File: src/rtl/qenc_pkg.sv
// Package: shared types and constants for the quadrature encoder position counter.
// Assumes: the source select code values are fixed by the register layout.
package qenc_pkg;

    typedef enum logic [1:0] {
        SRC_QUAD   = 2'd0,
        SRC_PULDIR = 2'd1,
        SRC_UP     = 2'd2,
        SRC_DOWN   = 2'd3
    } src_mode_e;

    localparam int DECCTL_SRC_LO   = 14;
    localparam int DECCTL_RATE_BIT = 11;
    localparam int MAINCTL_EN_BIT  = 3;

endpackage

File: src/rtl/qenc_input_sync.sv
// Module: qenc_input_sync
// Puts each asynchronous input channel through a STAGES-deep flop chain.
// Flags an edge whenever the synchronised level differs from the previous one.
// Assumes: input pulses last longer than one clock period.
module qenc_input_sync #(
    parameter int NCH    = 2,
    parameter int STAGES = 2
) (
    input  logic           clk,
    input  logic           rst_n,
    input  logic [NCH-1:0] raw,
    output logic [NCH-1:0] level,
    output logic [NCH-1:0] edge_seen
);

    generate
        for (genvar ch = 0; ch < NCH; ch++) begin : g_chan
            logic [STAGES-1:0] pipe;
            logic              last;

            // Shift the raw input through the synchroniser and keep the previous level.
            always_ff @(posedge clk) begin
                if (!rst_n) begin
                    pipe <= '0;
                    last <= 1'b0;
                end else begin
                    pipe <= {pipe[STAGES-2:0], raw[ch]};
                    last <= pipe[STAGES-1];
                end
            end

            assign level[ch]     = pipe[STAGES-1];
            assign edge_seen[ch] = pipe[STAGES-1] ^ last;
        end
    endgenerate

endmodule

File: src/rtl/qenc_source_decode.sv
// Module: qenc_source_decode
// Turns synchronised A/B levels and edges into a count strobe and direction,
// using the selected source mode. In quadrature mode it also reports an
// illegal step where both phases changed together.
// Assumes: the levels are the values after the edges shown.
module qenc_source_decode
    import qenc_pkg::*;
(
    input  logic      clk,
    input  logic      rst_n,
    input  src_mode_e mode,
    input  logic      both_edges,
    input  logic      lvl_a,
    input  logic      lvl_b,
    input  logic      edge_a,
    input  logic      edge_b,
    output logic      cnt_ev,
    output logic      cnt_up,
    output logic      illegal
);

    // Decode the count event and direction for the current mode.
    always_comb begin
        cnt_ev  = 1'b0;
        cnt_up  = 1'b1;
        illegal = 1'b0;
        unique case (mode)
            SRC_QUAD: begin
                if (edge_a && edge_b) begin
                    illegal = 1'b1;
                end else if (edge_a) begin
                    cnt_ev = 1'b1;
                    cnt_up = lvl_a ^ lvl_b;
                end else if (edge_b) begin
                    cnt_ev = 1'b1;
                    cnt_up = ~(lvl_a ^ lvl_b);
                end
            end
            SRC_PULDIR: begin
                cnt_ev = edge_a && lvl_a;
                cnt_up = lvl_b;
            end
            SRC_UP: begin
                cnt_ev = edge_a && (lvl_a || both_edges);
                cnt_up = 1'b1;
            end
            SRC_DOWN: begin
                cnt_ev = edge_a && (lvl_a || both_edges);
                cnt_up = 1'b0;
            end
            default: ;
        endcase
    end

    // in the single-direction modes a count needs an edge on A.
    assert_updown_needs_a_R6: assert property (@(posedge clk) disable iff (!rst_n)
        ((mode == SRC_UP || mode == SRC_DOWN) && !edge_a) |-> !cnt_ev);

    // a step where both phases change never counts in quadrature mode.
    assert_illegal_no_count_R4: assert property (@(posedge clk) disable iff (!rst_n)
        (mode == SRC_QUAD && edge_a && edge_b) |-> (!cnt_ev && illegal));

endmodule

File: src/rtl/qenc_pos_track.sv
// Module: qenc_pos_track
// Holds the position register. It wraps between zero and the maximum, and a
// software write of a value within range takes priority over counting.
// Assumes: max_val is stable register state.
module qenc_pos_track #(
    parameter int W = 32
) (
    input  logic         clk,
    input  logic         rst_n,
    input  logic         enable,
    input  logic         cnt_ev,
    input  logic         cnt_up,
    input  logic [W-1:0] max_val,
    input  logic         wr_en,
    input  logic [W-1:0] wr_val,
    output logic [W-1:0] pos
);

    logic wr_ok;
    assign wr_ok = wr_en && (wr_val <= max_val);

    // Update the position: accepted write first, then an enabled count with wrap.
    always_ff @(posedge clk) begin
        if (!rst_n) begin
            pos <= '0;
        end else if (wr_ok) begin
            pos <= wr_val;
        end else if (enable && cnt_ev) begin
            if (cnt_up) pos <= (pos >= max_val) ? '0 : pos + 1'b1;
            else        pos <= (pos == '0) ? max_val : pos - 1'b1;
        end
    end

    assert_write_wins_R9: assert property (@(posedge clk) disable iff (!rst_n)
        (wr_en && wr_val <= max_val) |=> (pos == $past(wr_val)));

    assert_write_over_max_ignored_R10: assert property (@(posedge clk) disable iff (!rst_n)
        (wr_en && wr_val > max_val && !(enable && cnt_ev)) |=> $stable(pos));

    assert_hold_disabled_R7: assert property (@(posedge clk) disable iff (!rst_n)
        (!enable && !wr_en) |=> $stable(pos));

    assert_wrap_up_R8: assert property (@(posedge clk) disable iff (!rst_n)
        (!wr_en && enable && cnt_ev && cnt_up && pos >= max_val) |=> (pos == '0));

    assert_wrap_down_R8: assert property (@(posedge clk) disable iff (!rst_n)
        (!wr_en && enable && cnt_ev && !cnt_up && pos == '0) |=> (pos == $past(max_val)));

endmodule

File: src/rtl/qenc_pos_counter.sv
// Module: qenc_pos_counter (top)
// Quadrature encoder position counter with a small synchronous register port.
// Assumes: reg_rdata is decoded combinationally from reg_addr; writes land on
// the clock edge where reg_wr is sampled high.
module qenc_pos_counter
    import qenc_pkg::*;
#(
    parameter int POS_W  = 32,
    parameter int ADDR_W = 6,
    parameter int SYNC_N = 2
) (
    input  logic              clk,
    input  logic              rst_n,
    input  logic              enc_a,
    input  logic              enc_b,
    input  logic [ADDR_W-1:0] reg_addr,
    input  logic              reg_wr,
    input  logic [31:0]       reg_wdata,
    output logic [31:0]       reg_rdata,
    output logic              phase_err
);

    localparam logic [ADDR_W-1:0] OFS_POS   = ADDR_W'(6'h00);
    localparam logic [ADDR_W-1:0] OFS_FLOOR = ADDR_W'(6'h04);
    localparam logic [ADDR_W-1:0] OFS_MAX   = ADDR_W'(6'h08);
    localparam logic [ADDR_W-1:0] OFS_DEC   = ADDR_W'(6'h28);
    localparam logic [ADDR_W-1:0] OFS_MAIN  = ADDR_W'(6'h2A);

    logic [POS_W-1:0] floor_q, max_q, pos;
    src_mode_e        mode_q;
    logic             rate_q, en_q;
    logic [1:0]       lvl, edg;
    logic             cnt_ev, cnt_up, illegal;

    // Software-visible settings registers.
    always_ff @(posedge clk) begin
        if (!rst_n) begin
            floor_q <= '0;
            max_q   <= '1;
            mode_q  <= SRC_QUAD;
            rate_q  <= 1'b0;
            en_q    <= 1'b0;
        end else if (reg_wr) begin
            unique case (reg_addr)
                OFS_FLOOR: floor_q <= reg_wdata[POS_W-1:0];
                OFS_MAX:   max_q   <= reg_wdata[POS_W-1:0];
                OFS_DEC: begin
                    mode_q <= src_mode_e'(reg_wdata[DECCTL_SRC_LO +: 2]);
                    rate_q <= reg_wdata[DECCTL_RATE_BIT];
                end
                OFS_MAIN:  en_q <= reg_wdata[MAINCTL_EN_BIT];
                default: ;
            endcase
        end
    end

    // Read mux; undefined bits and offsets read as zero.
    always_comb begin
        reg_rdata = '0;
        unique case (reg_addr)
            OFS_POS:   reg_rdata = 32'(pos);
            OFS_FLOOR: reg_rdata = 32'(floor_q);
            OFS_MAX:   reg_rdata = 32'(max_q);
            OFS_DEC: begin
                reg_rdata[DECCTL_SRC_LO +: 2]  = mode_q;
                reg_rdata[DECCTL_RATE_BIT]     = rate_q;
            end
            OFS_MAIN:  reg_rdata[MAINCTL_EN_BIT] = en_q;
            default: ;
        endcase
    end

    // Sticky phase error, cleared only by reset.
    always_ff @(posedge clk) begin
        if (!rst_n)       phase_err <= 1'b0;
        else if (illegal) phase_err <= 1'b1;
    end

    qenc_input_sync #(.NCH(2), .STAGES(SYNC_N)) u_sync (
        .clk       (clk),
        .rst_n     (rst_n),
        .raw       ({enc_b, enc_a}),
        .level     (lvl),
        .edge_seen (edg)
    );

    qenc_source_decode u_dec (
        .clk        (clk),
        .rst_n      (rst_n),
        .mode       (mode_q),
        .both_edges (rate_q),
        .lvl_a      (lvl[0]),
        .lvl_b      (lvl[1]),
        .edge_a     (edg[0]),
        .edge_b     (edg[1]),
        .cnt_ev     (cnt_ev),
        .cnt_up     (cnt_up),
        .illegal    (illegal)
    );

    qenc_pos_track #(.W(POS_W)) u_pos (
        .clk     (clk),
        .rst_n   (rst_n),
        .enable  (en_q),
        .cnt_ev  (cnt_ev),
        .cnt_up  (cnt_up),
        .max_val (max_q),
        .wr_en   (reg_wr && reg_addr == OFS_POS),
        .wr_val  (reg_wdata[POS_W-1:0]),
        .pos     (pos)
    );

    assert_err_sticky_R4: assert property (@(posedge clk) disable iff (!rst_n)
        phase_err |=> phase_err);

endmodule

File: config.mk
export PLATFORM = sky130hd
export DESIGN_NAME = qenc_pos_counter
export DESIGN_NICKNAME = d
export VERILOG_FILES = /design/src/rtl/qenc_pkg.sv /design/src/rtl/qenc_input_sync.sv /design/src/rtl/qenc_source_decode.sv /design/src/rtl/qenc_pos_track.sv /design/src/rtl/qenc_pos_counter.sv
export SDC_FILE = /design/constraint.sdc
export NUM_CORES = 1
export LEC_CHECK = 0
export BUFFER_PORTS_ARGS = -buffer_cell sky130_fd_sc_hd__buf_2
export CAP_MARGIN = 10
export CELL_PAD_IN_SITES_DETAIL_PLACEMENT = 1
export CELL_PAD_IN_SITES_GLOBAL_PLACEMENT = 2
export CORE_ASPECT_RATIO = 1.1
export CORE_MARGIN = 2
export CORE_UTILIZATION = 38
export DETAILED_ROUTE_END_ITERATION = 12
export PLACE_DENSITY_LB_ADDON = 0.08
export SLEW_MARGIN = 20
export SYNTH_ARGS = -nofsm -noshare
export SYNTH_HDL_FRONTEND = slang
export SYNTH_SLANG_ARGS = --single-unit
File: constraint.sdc
create_clock -name clk -period 7.9 [get_ports clk]
set_input_delay 0 -clock clk [delete_from_list [all_inputs] [get_ports clk]]
set_output_delay 0 -clock clk [all_outputs]
set_load 0.05 [all_outputs]
# Word-level counts from Yosys, hierarchy flattened
# Cells that the tools add are included.
[op_classes]
add_sub_neg = 2
magnitude_cmp = 2
eq_ne = 7
n_mux = 22
bitwise = 4
n_reduce_logical = 16
[op_table]
columns = ["op", "n"]
rows = [
  ["two-way mux 32 bit", 5],
  ["one-hot mux 16 bit (3 select lines)", 1],
  ["adder 32 x 1 -> 32 bit (second input constant)", 1],
  [">= comparator 32 bit", 1],
  ["<= comparator 32 bit", 1],
  ["zero test 32 bit", 1],
  ["subtractor 32 x 1 -> 32 bit (second input constant)", 1],
  ["one-hot mux 7 bit (3 select lines)", 1],
  ["equality test 6 bit (second input constant)", 2],
  ["one-hot mux 1 bit (4 select lines)", 3],
  ["one-hot mux 3 bit (3 select lines)", 1],
  ["two-way mux 1 bit", 8],
  ["one-hot mux 2 bit (4 select lines)", 1],
  ["AND reduction 2 bit", 4],
  ["equality test 6 x 3 -> 1 bit (second input constant)", 1],
  ["equality test 6 x 4 -> 1 bit (second input constant)", 1],
  ["logical AND 1 bit", 6],
  ["zero test 6 bit", 1],
  ["one-hot mux 2 bit (3 select lines)", 1],
  ["equality test 2 bit (second input constant)", 2],
  ["one-hot mux 1 bit (3 select lines)", 1],
  ["bitwise XOR 1 bit", 3],
  ["equality test 2 x 1 -> 1 bit (second input constant)", 1],
  ["zero test 2 bit", 1],
  ["4 further kinds", 4],
]
[word_totals]
register_bits = 107
inputBits = 43
word_cells = 64

# Logic depth before layout (Yosys ltp)
# Gate-level depths: netlist (run 1).
[depth]
ltp_word = 9
ltp_mapped = 12
mapped_depth_nobuf = 10

# Modules after synthesis
# From an unflattened synthesis (run 1), not the netlist that was laid out.
[unflattened]
hier_cells = 1109
hier_area_um2 = 8546.9
[by_module_without_submodules]
columns = ["mod", "n_inst", "cells_each", "area_per_inst_um2", "seq_area_each_um2"]
rows = [
  ["qenc_pos_track", 1, 686, 4798.4, 640.6],
  ["qenc_pos_counter", 1, 394, 3469.6, 1381.3],
  ["qenc_input_sync", 1, 16, 190.2, 120.1],
  ["qenc_source_decode", 1, 13, 88.8, 0.0],
]

# Worst setup path before layout (run 1)
# No wires, ideal clock.
[synth_timing]
kind = "register to register"
from = "register max_q[13]"
to = "register u_pos.pos[16]"
arrival_time_ps = 2657
required_ps = 7841
setup_slack_ps = 5184
stages_incl_launch_ff = 13
period_less_slack_ps = 2716
cell_sequence = "dfxtp_1 -> inv_1 -> ha_1 -> nand4_1 -> nor3_1 -> nand2_1 -> a21o_1 -> a41o_1 -> a21oi_1 -> clkbuf_1 -> clkbuf_1 -> mux2i_1 -> o211a_1"
[synth_via]
elab_chain_len = 5
elab_cells_between_ends = 8
classes_between = "order compare (2); mux (4); reduce/logical (2)"
[synth_rtl]
columns = ["element", "line", "text"]
rows = [
  ["start: declaration", "qenc_pos_counter.sv:29", "logic [POS_W-1:0] floor_q, max_q, pos;"],
  ["start signal: assignment", "qenc_pos_counter.sv:46", "OFS_MAX: max_q <= reg_wdata[POS_W-1:0];"],
  [">= comparator 32 bit", "qenc_pos_track.sv:29", "if (cnt_up) pos <= (pos >= max_val) ? '0 : pos + 1'b1;"],
  ["two-way mux 32 bit (2 in a row)", "qenc_pos_track.sv:29", ""],
  ["two-way mux 32 bit", "qenc_pos_track.sv:28", "end else if (enable && cnt_ev) begin"],
  ["two-way mux 32 bit", "qenc_pos_track.sv:26", "end else if (wr_ok) begin"],
  ["end signal: assignment", "qenc_pos_track.sv:27", "pos <= wr_val;"],
  ["end signal: assignment", "qenc_pos_track.sv:29", ""],
  ["end signal: assignment", "qenc_pos_track.sv:30", "else pos <= (pos == '0) ? max_val : pos - 1'b1;"],
  ["end: declaration", "qenc_pos_track.sv:16", "output logic [W-1:0] pos"],
]
# Parallel ways exist; a longest one is shown, timed or not. The select of a mux whose other input is x is not followed.
# A chain may end at the register's enable or synchronous reset.

# Final worst setup path (run 1)
[layout_timing]
from = "register u_pos.pos[18]"
to = "register u_pos.pos[5]"
[layout_via]
elab_chain_len = 5
elab_cells_between_ends = 7
classes_between = "order compare (1); mux (5); reduce/logical (1)"
[layout_rtl]
columns = ["element", "line"]
rows = [
  [">= comparator 32 bit or zero test 32 bit (tied branches)", "qenc_pos_track.sv:29, qenc_pos_track.sv:30"],
  ["two-way mux 32 bit (on tied branches)", "qenc_pos_track.sv:29, qenc_pos_track.sv:30"],
  ["two-way mux 32 bit *", "qenc_pos_track.sv:29"],
  ["two-way mux 32 bit *", "qenc_pos_track.sv:28"],
  ["two-way mux 32 bit *", "qenc_pos_track.sv:26"],
]
# Mark *: on every way between the ends. The rest lies on a longest branch, timed or not. The select of a mux whose other input is x is not followed.

==> results.txt, run 1 <==
----------------------------------------------------
[Setup path]
  Critical path capture point type ... flip-flop
  Critical Path Start Type ... flip-flop
  Crit Path Category ... reg2reg
  Largest driver fanout on the critical path ... 19
  Data required, critical path ... 8.19 ns
  Worst endpoint data arrival time ... 4.05 ns

[STA]
  Final period util ... 0.4770
  Headroom to the max-slew limit ... 0.3369
  Min cycle time layout ... 3.768 ns
  Number of setup violations in the final report ... 0
  Setup total negative slack ... 0 ns
  Unrepaired setup endpoints after global routing ... no
  Number of max-slew violations in the final report ... 0
  Transition at the pin with the smallest max-transition slack ... 0.9855 ns
  Setup Skew ... 0.008625 ns
  Max Fclk ... 0.2654 GHz
  Fin. Hold Viols ... 0

[Power and ir drop]
  Switch share ... 0.3093
  Sequential cell fraction of total power ... 0.449
  Power share of the combinational group ... 0.167
  Leakage power figure ... 0.004337 uW
  Total power density per cell area ... 128.7 nW/um^2
  Maximum vdd ir drop ... 0.07795 mV
  Clock Power Share ... 0.384
  Internal cell power ... 844.4 uW
  Power dissipated by switching net loads ... 378.1 uW

[Route]
  Routed wire length ... 30410 um
  Via count ... 8177
  Post-DR vias/cell ... 5.544
  Number of nets with antenna violations after detailed routing ... 0
  Routed len/inst ... 20.61 um
  Number of detailed-routing iterations run before antenna repair ... 4
  Initial DRC count ... 344
  Count of unresolved DRC violations after routing ... 0

[Run]
  Max-cap check violation count ... 0

[Floorplan]
  Num ports ... 76
  Die Ht ... 159.8 um
  Area of the core ... 21890 um^2
  Standard-cell row count ... 57
  Die area ... 23280 um^2
  Initial core utilization ... 0.3832
  Die Span X ... 145.7 um

[Outcome]
  Result of the run ... finished, final reports clean

[Clock network]
  TritonCTS clock tree ... built
  Sinks on Clock Net ... 107
  Deepest level of the CTS H-tree ... 3
  Clk_lat worst skew ... 0.36 ns
  Number of gates resized after CTS ... 0
  Clock transition time at the flip-flop clock pins of the worst setup and hold paths ... 0.08 ns
  Number of buffers inserted during clock tree synthesis ... 9
  Root Buffer ... sky130_fd_sc_hd__clkbuf_16
  Post-CTS Repair Setup Buffers ... 0
  Number of buffers on the longest clock path ... 2

[Finish]
  Design area ... 9502 um^2
  Multi-input gate area in the final layout ... 5669 um^2
  # nets final ... 1286
  Leading cell type in the layout, fill and taps excluded ... sky130_fd_sc_hd__nand2_1
  Fraction of the core area covered by cells at the end of the flow ... 0.4340
  Area taken by flip-flops and latches ... 2142 um^2
  Final antenna diode count ... 0
  Share of final-layout standard cells stronger than drive strength 1 ... 0.1068
  Layout area overhead ... 13.26%
  Number of filler instances in the final layout ... 2755
  Commonest cells after routing, fill and taps aside ... sky130_fd_sc_hd__nand2_1 (165), sky130_fd_sc_hd__nor2_1 (130), sky130_fd_sc_hd__dfxtp_1 (107)

[Synthesis]
  Mapped Nets ... 1246
  Area share of the largest cell type after synthesis ... 0.2553
  Post-synthesis simple-gate area fraction ... 0.2389
  Mux contribution to synthesized area ... 0.05846
  Ys flop type ... sky130_fd_sc_hd__dfxtp_1
  Post-Synthesis Mean Instance Area ... 7.391 um^2
  XOR/XNOR share of the synthesized area ... 0.05324
  Yosys synthesis warning count ... 0
  Sequential fraction of the synthesis area ... 0.2553
  Dominant combinational cell family by area after synthesis ... simple AND/OR/NAND/NOR gates
  Cell taking the most area after synthesis ... sky130_fd_sc_hd__dfxtp_1
  Netlist cell types ... 58
  Cells after synthesis ... 1135
  Total of flip-flops plus latches after synthesis ... 107
  Adder-cell share of the synthesized area ... 0.1014
  Cells taking the most area after synthesis ... sky130_fd_sc_hd__dfxtp_1 (26%), sky130_fd_sc_hd__ha_1 (10%), sky130_fd_sc_hd__nand2_1 (7.4%), sky130_fd_sc_hd__mux2i_1 (5.8%), sky130_fd_sc_hd__nor2_1 (5.8%)
  Post-Syn Area ... 8389 um^2
  Share of the synthesized area in compound gates (AO/OA/AOI/OAI) ... 0.2216
  Post-synth EDFFs ... 0
  Share of flip-flops with an asynchronous set or reset after synthesis ... 0

[Global route]
  Initial antenna violation count ... 0
  Total Routing Usage GR ... 0.2651
  Grt total ovfl ... 0
  Number of global-route vias before repair ... 8523
  Pin count of the biggest net entering global routing ... 79
  First-pass GRT wire length ... 48140 um

[Placed design]
  Port Buffer Count ... 75
  Total placed instance area ... 8861 um^2
  Weighted congestion at the end of routability-driven global placement ... 0.8004
  DP HPWL ... 21500 um

[Worst hold path]
  Min-Delay Path Class ... in2reg

----------------------------------------------------
==> repair_timing <==
item,CTS,global route
hold buffers,35,0
endpoints found under the hold margin,69,0
endpoints found under the setup margin,0,0
==> sequential cells by signal (all words and copies together), names as in the netlist <==
| register | count |
|---|---|
| phase_err | 1 |
| rate_q | 1 |
| en_q | 1 |
| u_sync.g_chan.last | 2 |
| max_q | 32 |
| u_sync.g_chan.pipe | 4 |
| mode_q | 2 |
| floor_q | 32 |
| u_pos.pos | 32 |
==> stage by stage <==
stage          total power [uW]  hold slack [ns]  std cells  setup WS, ns
6_report                   1223          0.03491       1475         4.132
5_1_grt                    1277          0.05696       1475         3.745
4_1_cts                    1238          0.03470       1475         4.116
3_5_place_dp              754.0           0.2134       1424         4.162
3_3_place_gp              753.4           0.2051       1424         4.332
2_1_floorplan             684.9           0.1273       1135         5.184
==> cell type report <==
type,count,area share
clock inverter,5,0.004872
inverter,55,0.02173
multi-input combinational,879,0.5967
timing repair buffer,123,0.08691
sequential,107,0.2254
tap,295,0.03885
clock buffer,11,0.02555
==> cell usage after synthesis (3+ instances only) <==
master	number
sky130_fd_sc_hd__o41ai_1	3
sky130_fd_sc_hd__nand2b_1	6
sky130_fd_sc_hd__ha_1	68
sky130_fd_sc_hd__and4_1	7
sky130_fd_sc_hd__nand3_1	29
sky130_fd_sc_hd__o221a_2	8
sky130_fd_sc_hd__nor2_1	130
sky130_fd_sc_hd__or4_4	3
sky130_fd_sc_hd__o211a_1	7
sky130_fd_sc_hd__a21o_1	6
sky130_fd_sc_hd__a211oi_1	11
sky130_fd_sc_hd__buf_6	4
sky130_fd_sc_hd__nor3_1	15
sky130_fd_sc_hd__nand2_1	165
sky130_fd_sc_hd__nand4_1	16
sky130_fd_sc_hd__o311a_1	10
sky130_fd_sc_hd__a31oi_1	4
sky130_fd_sc_hd__mux2i_1	49
sky130_fd_sc_hd__o21ai_1	3
sky130_fd_sc_hd__buf_2	5
sky130_fd_sc_hd__nor4_1	9
sky130_fd_sc_hd__buf_1	3
sky130_fd_sc_hd__a21oi_1	64
sky130_fd_sc_hd__inv_1	55
sky130_fd_sc_hd__o21a_1	11
sky130_fd_sc_hd__clkbuf_1	82
sky130_fd_sc_hd__a21boi_0	35
sky130_fd_sc_hd__and2_1	9
sky130_fd_sc_hd__xnor2_1	31
sky130_fd_sc_hd__o211ai_1	39
sky130_fd_sc_hd__xor2_1	20
sky130_fd_sc_hd__dfxtp_1	107
sky130_fd_sc_hd__nor2b_1	19
sky130_fd_sc_hd__and3_1	12
sky130_fd_sc_hd__o22ai_1	19
sky130_fd_sc_hd__or4_1	7
sky130_fd_sc_hd__o21ai_0	39
==> metal layers <==
layer,up-vias,global-route usage,wire [um]
li1,4062,-,-
met1,3963,0.3067,12640
met2,122,0.5090,16190
met3,30,0.02714,761
met4,0,0.08066,810
met5,-,0,0
==> power groups by stage <==
stage / Clock (uW) / Combinational (uW) / Sequential [uW]
3_5_place_dp: 0 / 193 / 561
2_1_floorplan: 0 / 126 / 559
3_3_place_gp: 0 / 192 / 561
6_report: 469 / 205 / 549
5_1_grt: 503 / 224 / 550
4_1_cts: 482 / 207 / 549
==> cell families (layout without fill, tap and decap cells) <==
family,after synthesis,count (layout)
xor gates and xnor gates,51,51
AOI/OAI and AO/OA,274,274
and+or+nand+nor,437,437
DFF,107,107
muxes,49,49
buffers and inverters,149,194
adders and majority gates,68,68
==> worst max-delay path, stage by stage, from the launching register on <==
cell and delay (ns):
sky130_fd_sc_hd__dfxtp_1 0.57, sky130_fd_sc_hd__ha_1 0.31, sky130_fd_sc_hd__nand2_1 0.08, sky130_fd_sc_hd__o21ai_0 0.11, sky130_fd_sc_hd__a221o_1 0.37, sky130_fd_sc_hd__a2111oi_0 0.58
sky130_fd_sc_hd__nand2_1 0.55, sky130_fd_sc_hd__buf_4 0.39, sky130_fd_sc_hd__or4_1 0.52, sky130_fd_sc_hd__a41oi_1 0.20
==> worst paths after layout <==
kind | startpoint | to | slack (ns) | cells past startpoint
min | rst_n | max_q[6] | 0.03 | 2
max reg2reg | u_pos.pos[18] | u_pos.pos[5] | 4.13 | 9
min reg2reg | u_sync.g_chan[1].pipe[0] | u_sync.g_chan[1].pipe[1] | 0.45 | 1
max | u_pos.pos[18] | u_pos.pos[5] | 4.13 | 9
Note: power is estimated with default switching activity, not from simulation.
==> run 2, diff against run 1 <==
--- a/config.mk
+++ b/config.mk
@@ -11,7 +11,7 @@
 export CELL_PAD_IN_SITES_GLOBAL_PLACEMENT = 2
 export CORE_ASPECT_RATIO = 1.1
 export CORE_MARGIN = 2
-export CORE_UTILIZATION = 38
+export CORE_UTILIZATION = 35
 export DETAILED_ROUTE_END_ITERATION = 12
 export PLACE_DENSITY_LB_ADDON = 0.08
 export SLEW_MARGIN = 20
==> constraint.sdc (replaced) <==
create_clock -name clk -period 3.6 [get_ports clk]
set_input_delay 0 -clock clk [delete_from_list [all_inputs] [get_ports clk]]
set_output_delay 0 -clock clk [all_outputs]
set_load 0.05 [all_outputs]
==> results.txt, run 2 (synthesized netlist as in run 1, its figures left out) <==
----------------------------------------------------
[Outcome]
  Result of the run ... finished, final reports clean

[Placed design]
  Weighted congestion at the end of routability-driven global placement ... 0.8107 (+1.3%)
  Port Buffer Count ... 75 (unchanged)
  Number of placed instances, taps included ... 1464 (+2.8%)
  DP HPWL ... 23020 um (+7.0%)
  Post-placement setup slack ... 0.1333 ns (-4.029 ns)

[Setup path]
  Slowest stage cell, crit path ... sky130_fd_sc_hd__or4_1
  FF-to-FF setup slack ... 0.41 ns (-3.72 ns)
  Crit Path Category ... reg2reg
  Critical Path Start Type ... flip-flop
  Destination of the worst register-to-register timing path ... u_pos.pos[5]
  Data required, critical path ... 3.89 ns (-4.30 ns)
  Largest driver fanout on the critical path ... 12 (-7)
  Sequence of cells on the critical path ... inv_1 > ha_1 > a21oi_1 > o21ai_0 > a221o_1 > a2111oi_2 > nand2_1 > buf_4 > or4_1 > a41oi_1
  Launch instance of the worst register-to-register path ... max_q[19]
  Worst Reg2Reg Path Length in Cells ... 10 (+1)
  Worst endpoint data arrival time ... 3.48 ns (-0.57 ns)
  Critical path capture point type ... flip-flop
  Maximum single-stage delay on the critical path ... 0.50 ns (-0.08 ns)

[Floorplan]
  Die Span X ... 151.6 um (+4.1%)
  Num ports ... 76 (unchanged)
  Die area ... 25220 um^2 (+8.3%)
  Area of the core ... 23620 um^2 (+7.9%)
  Initial core utilization ... 0.3551 (-0.02803)
  Standard-cell row count ... 59 (+3.5%)
  Die Ht ... 166.4 um (+4.1%)

[Global route]
  Met2 Resource Use GR ... 0.4609 (-0.04806)
  First-pass GRT wire length ... 49150 um (+2.1%)
  Grt total ovfl ... 0 (unchanged)
  Initial antenna violation count ... 0 (unchanged)
  Pin count of the biggest net entering global routing ... 84 (+6.3%)
  Routing usage on met1 ... 0.3079 (+0.001209)
  Most used routing layer ... met2
  Number of global-route vias before repair ... 8611 (+1.0%)
  Met3 capacity usage during global routing ... 0.02280 (-0.004341)
  Total Routing Usage GR ... 0.2536 (-0.01146)

[Clock network]
  Clk_lat worst skew ... 0.37 ns (about the same)
  TritonCTS clock tree ... built
  Sinks on Clock Net ... 107 (unchanged)
  Clock transition time at the flip-flop clock pins of the worst setup and hold paths ... 0.09 ns (about the same)
  Post-CTS Repair Setup Buffers ... 0 (unchanged)
  Deepest level of the CTS H-tree ... 3 (unchanged)
  Number of buffers on the longest clock path ... 2 (unchanged)
  Number of buffers inserted during clock tree synthesis ... 9 (unchanged)
  Root Buffer ... sky130_fd_sc_hd__clkbuf_16

[Finish]
  Final Instance Count excl. Fillers ... 1515 (+2.7%)
  Leading cell type in the layout, fill and taps excluded ... sky130_fd_sc_hd__nand2_1
  Leading registers by flop count ... floor_q: 32 flops, max_q: 32 flops, u_pos.pos: 32 flops
  Area taken by flip-flops and latches ... 2142 um^2 (unchanged)
  Final antenna diode count ... 0 (unchanged)
  # nets final ... 1316 (+2.3%)
  Share of final-layout standard cells stronger than drive strength 1 ... 0.1298 (+0.02297)
  Layout area overhead ... 16.55%
  Number of filler instances in the final layout ... 2973 (+7.9%)
  Multi-input gate area in the final layout ... 5675 um^2 (+0.11%)
  Commonest cells after routing, fill and taps aside ... sky130_fd_sc_hd__nand2_1 (165), sky130_fd_sc_hd__nor2_1 (130), sky130_fd_sc_hd__dfxtp_1 (107)

[STA]
  Number of setup violations in the final report ... 0 (unchanged)
  Setup Skew ... 0.01184 ns (+0.003210 ns)
  Transition at the pin with the smallest max-transition slack ... 1.062 ns (+0.07677 ns)
  Min cycle time layout ... 3.189 ns (-0.5795 ns)
  Setup total negative slack ... 0 ns (unchanged)
  Number of max-slew violations in the final report ... 0 (unchanged)
  Headroom to the max-slew limit ... 0.2853 (-0.05165)
  Unrepaired setup endpoints after global routing ... no
  Final period util ... 0.8858 (+0.4088)
  Final critical-path setup slack ... 0.4111 ns (-3.720 ns)
  Fin. Hold Viols ... 0 (unchanged)
  Final hold slack ... 0.05554 ns (+0.02062 ns)
  Max Fclk ... 0.3136 GHz (+18%)

[Route]
  Number of detailed-routing iterations run before antenna repair ... 4 (unchanged)
  Routed wire length ... 31430 um (+3.4%)
  Routed len/inst ... 20.75 um (+0.65%)
  Number of nets with antenna violations after detailed routing ... 0 (unchanged)
  Count of unresolved DRC violations after routing ... 0 (unchanged)
  Initial DRC count ... 319 (-7.3%)
  Post-DR vias/cell ... 5.523 (-0.37%)
  Via count ... 8368 (+2.3%)

[Power and ir drop]
  Total power density per cell area ... 277.2 nW/um^2 (+120%)
  Sequential cell fraction of total power ... 0.443 (-0.006)
  Leakage power figure ... 0.004504 uW (+3.8%)
  Clock Power Share ... 0.382 (-0.002)
  Internal cell power ... 1845 uW (+120%)
  Power dissipated by switching net loads ... 864.6 uW (+130%)
  Power share of the combinational group ... 0.175 (+0.008)
  Switch share ... 0.3191 (+0.009752)
  Maximum vdd ir drop ... 0.1948 mV (+150%)

[Worst hold path]
  Hold-critical path endpoint ... en_q
  Min-Delay Path Class ... in2reg
  Number of instances on the worst hold path ... 4 (+2)
  Hold path startpoint ... reg_addr[1]

[Run]
  Max-cap check violation count ... 0 (unchanged)

----------------------------------------------------
-- run 2: timing repair --
action                                 CTS  global route
endpoints found under the hold margin   74             0
setup endpoints to repair                0             3
resized for setup                        0             2
hold buffers                            35             0
-- run 2: worst max-delay path: cells and delay by family, from the launching register on --
family	cells	cell delay [ns]
adder cells (fa/ha/maj)	1	0.32
flip-flops	1	0.35
buffers and inverters	2	0.34
AND/OR/NAND/NOR	2	0.74
AO/OA/AOI/OAI	5	1.35
-- run 2: how the worst max path moves through the flow --
| stage | start | endpoint | slack [ns] | depth (start not counted) |
|---|---|---|---|---|
| finish | max_q[19] | u_pos.pos[5] | 0.41 | 10 |
| CTS | max_q[17] | u_pos.pos[5] | 0.09 | 10 |
| global placement | max_q[17] | u_pos.pos[5] | 0.20 | 10 |
| detailed placement | max_q[17] | u_pos.pos[5] | 0.13 | 10 |
| global route | u_pos.pos[2] | u_pos.pos[26] | 0.18 | 7 |
| floorplan | max_q[13] | u_pos.pos[16] | 0.88 | 12 |
-- run 2: metal layers --
metal,vias to the layer above,routed length (um)
met1,4084,13790
met5,-,0
met4,0,875
li1,4123,-
met2,122,16080
met3,39,691
-- run 2: final cells by class --
| cell class | count | share of cell area |
|---|---|---|
| Clock buffer | 9 | 0.02303 |
| Inverter | 55 | 0.02111 |
| Tap cell | 305 | 0.03903 |
| Sequential cell | 107 | 0.2191 |
| Multi-Input combinational cell | 879 | 0.5804 |
| Clock inverter | 7 | 0.006014 |
| Timing Repair Buffer | 153 | 0.1113 |
-- run 2: through the flow --
step | utilization | total power (uW) | instance area, um^2
final | 0.4139 | 2710 | 9778
after global placement | 0.3868 | 1676 | 9136
after CTS | 0.4136 | 2740 | 9771
after floorplan | - | 1503 | 8389
after detailed placement | 0.3868 | 1677 | 9136
after global routing | 0.4139 | 2812 | 9778
-- run 2: power by group through the flow --
stage / Combinational (uW) / Clock, uW / Sequential (uW)
2_1_floorplan: 277 / 0 / 1230
3_3_place_gp: 447 / 0 / 1230
6_report: 473 / 1040 / 1200
5_1_grt: 518 / 1090 / 1200
4_1_cts: 479 / 1060 / 1200
3_5_place_dp: 449 / 0 / 1230
==> run 3, diff against run 2 <==
--- a/config.mk
+++ b/config.mk
@@ -13,7 +13,7 @@
 export CORE_MARGIN = 2
 export CORE_UTILIZATION = 35
 export DETAILED_ROUTE_END_ITERATION = 12
-export PLACE_DENSITY_LB_ADDON = 0.08
+export PLACE_DENSITY_LB_ADDON = 0.1
 export SLEW_MARGIN = 20
 export SYNTH_ARGS = -nofsm -noshare
 export SYNTH_HDL_FRONTEND = slang
==> results.txt, run 3 (synthesized netlist as in run 1, its figures left out) <==
----------------------------------------------------
[Outcome]
  Result of the run ... finished, final reports clean

[Finish]
  Commonest cells after routing, fill and taps aside ... sky130_fd_sc_hd__nand2_1 (165), sky130_fd_sc_hd__nor2_1 (130), sky130_fd_sc_hd__dfxtp_1 (107)
  Final antenna diode count ... 0 (unchanged)
  Share of final-layout standard cells stronger than drive strength 1 ... 0.1334 (+0.003691)
  Leading cell type in the layout, fill and taps excluded ... sky130_fd_sc_hd__nand2_1
  Layout area overhead ... 17.30%
  Leading registers by flop count ... floor_q: 32 flops, max_q: 32 flops, u_pos.pos: 32 flops
  Number of filler instances in the final layout ... 2964 (-0.30%)
  # nets final ... 1321 (+0.38%)

[Clock network]
  Number of buffers on the longest clock path ... 2 (unchanged)
  Number of gates resized after CTS ... 0 (unchanged)
  Sinks on Clock Net ... 107 (unchanged)
  Clock transition time at the flip-flop clock pins of the worst setup and hold paths ... 0.08 ns (about the same)
  TritonCTS clock tree ... built
  Number of buffers inserted during clock tree synthesis ... 9 (unchanged)
  Deepest level of the CTS H-tree ... 3 (unchanged)
  Root Buffer ... sky130_fd_sc_hd__clkbuf_16
  Clk_lat worst skew ... 0.36 ns (about the same)

[STA]
  Final period util ... 0.9093 (+0.02349)
  Fin. Hold Viols ... 0 (unchanged)
  Final hold slack ... 0.003263 ns (-0.05227 ns)
  Number of max-slew violations in the final report ... 0 (unchanged)
  Setup Skew ... 0.01286 ns (+0.001020 ns)
  Number of setup violations in the final report ... 0 (unchanged)
  Transition at the pin with the smallest max-transition slack ... 1.032 ns (-0.03013 ns)
  Min cycle time layout ... 3.273 ns (+0.08457 ns)
  Unrepaired setup endpoints after global routing ... no
  Max Fclk ... 0.3055 GHz (-2.6%)
  Setup total negative slack ... 0 ns (unchanged)
  Headroom to the max-slew limit ... 0.3119 (+0.02662)

[Setup path]
  Crit Path Category ... reg2reg
  Sequence of cells on the critical path ... inv_1 > ha_1 > a21oi_1 > o21ai_0 > a221o_1 > a2111oi_0 > nand2_1 > buf_4 > buf_4 > or4b_1 > a31oi_1
  Logic depth of the worst setup path including buffers ... 11 (+1)
  Maximum single-stage delay on the critical path ... 0.57 ns (+0.07 ns)
  Cell type with the highest occurrence count on the critical path ... sky130_fd_sc_hd__buf_4
  Largest driver fanout on the critical path ... 6 (-6)
  Data required, critical path ... 3.89 ns (about the same)
  Number of buffer and inverter stages on the critical path ... 3 (+1)
  Critical Path Start Type ... flip-flop
  Critical path capture point type ... flip-flop
  Slowest stage cell, crit path ... sky130_fd_sc_hd__a2111oi_0
  Worst endpoint data arrival time ... 3.57 ns (+0.09 ns)
  Family with the most delay on the worst path ... compound AO/OA/AOI/OAI gates
  Worst Reg2Reg Path Length in Cells ... 11 (+1)

[Floorplan]
  Num ports ... 76 (unchanged)
  Die Span X ... 151.6 um (unchanged)
  Die area ... 25220 um^2 (unchanged)
  Standard-cell row count ... 59 (unchanged)
  Area of the core ... 23620 um^2 (unchanged)
  Initial core utilization ... 0.3551 (unchanged)
  Die Ht ... 166.4 um (unchanged)

[Route]
  Via count ... 8311 (-0.68%)
  Routed len/inst ... 20.29 um (-2.2%)
  Number of detailed-routing iterations run before antenna repair ... 4 (unchanged)
  Number of nets with antenna violations after detailed routing ... 0 (unchanged)
  Routed wire length ... 30820 um (-1.9%)
  Post-DR vias/cell ... 5.471 (-0.94%)
  Count of unresolved DRC violations after routing ... 0 (unchanged)
  Initial DRC count ... 297 (-6.9%)

[Worst hold path]
  Number of instances on the worst hold path ... 3 (-1)
  Min-Delay Path Class ... in2reg

[Placed design]
  DP HPWL ... 22360 um (-2.9%)
  Weighted congestion at the end of routability-driven global placement ... 0.8030 (-0.95%)
  Port Buffer Count ... 75 (unchanged)

[Global route]
  First-pass GRT wire length ... 48850 um (-0.62%)
  Initial antenna violation count ... 0 (unchanged)
  Total Routing Usage GR ... 0.2498 (-0.003840)
  Number of global-route vias before repair ... 8641 (+0.35%)
  Pin count of the biggest net entering global routing ... 91 (+8.3%)
  Grt total ovfl ... 0 (unchanged)

[Power and ir drop]
  PnR Total Power ... 2823 uW (+4.2%)
  Total power density per cell area ... 286.9 nW/um^2 (+3.5%)
  Maximum vdd ir drop ... 0.2172 mV (+12%)
  Leakage power figure ... 0.004549 uW (+1.0%)

[Run]
  Max-cap check violation count ... 0 (unchanged)

----------------------------------------------------
-- run 3: cell types whose count changed in the layout (fill, tap and decap cells not counted), sizes merged --
| cell | previous run | this run |
|---|---|---|
| buf | 118 | 126 |
| dlygate4sd3 | 35 | 32 |
| bufinv | 0 | 2 |
| clkinv | 3 | 1 |
| inv | 58 | 57 |
-- run 3: through the flow --
| step | area [um^2] | utilization | worst slack (ns) | cells |
|---|---|---|---|---|
| CTS | 9818 | 0.4156 | 0.1327 | 1516 |
| floorplan | 8389 | - | 0.8840 | 1135 |
| detailed placement | 9174 | 0.3883 | 0.1780 | 1469 |
| finish | 9841 | 0.4166 | 0.3265 | 1519 |
| global route | 9841 | 0.4166 | 0.1164 | 1519 |
| global placement | 9174 | 0.3883 | 0.3967 | 1469 |
-- run 3: report_power, final --
group / internal (uW) / switching (uW) / total, uW / leakage (uW)
sequential: 1190 / 7.94 / 1200 / 0.000865
combinational: 174 / 301 / 475 / 0.00353
clock: 620 / 529 / 1150 / 0.000156
-- run 3: tightest hold or removal path, cell delays in order --
cell	delay [ns]
sky130_fd_sc_hd__buf_2	0.17
sky130_fd_sc_hd__nand2_1	0.07
sky130_fd_sc_hd__a21boi_0	0.06
-- run 3: path summary, 6_finish.rpt --
kind | to | slack (ns) | start
setup / recovery | u_pos.pos[13] | 0.33 | max_q[17]
hold / removal | floor_q[15] | 0.003 | reg_wdata[15]
setup reg to reg | u_pos.pos[13] | 0.33 | max_q[17]
hold reg to reg | u_sync.g_chan[1].pipe[1] | 0.44 | u_sync.g_chan[1].pipe[0]
-- run 3: cell type report --
type	instances	area (um^2)	area share
clock buffer	9	225.2	0.02289
timing repair buffer	158	1119	0.1137
inverter	55	206.4	0.02098
sequential	107	2142	0.2177
clock inverter	6	98.84	0.01004
tap	305	381.6	0.03878
multi-input combinational	879	5668	0.5760
-- run 3: per-layer routing --
layer / up-vias / global-route usage / part of all wire
met5: - / 0 / 0
met3: 33 / 0.02720 / 0.018
li1: 4131 / - / -
met2: 96 / 0.4533 / 0.51
met1: 4051 / 0.3023 / 0.44
met4: 0 / 0.08414 / 0.033
-- run 3: repair_timing --
item                                    in CTS  in global routing
endpoints found under the hold margin       67                  0
endpoints found under the setup margin       0                  1
hold buffers                                32                  0
setup buffers                                0                  3
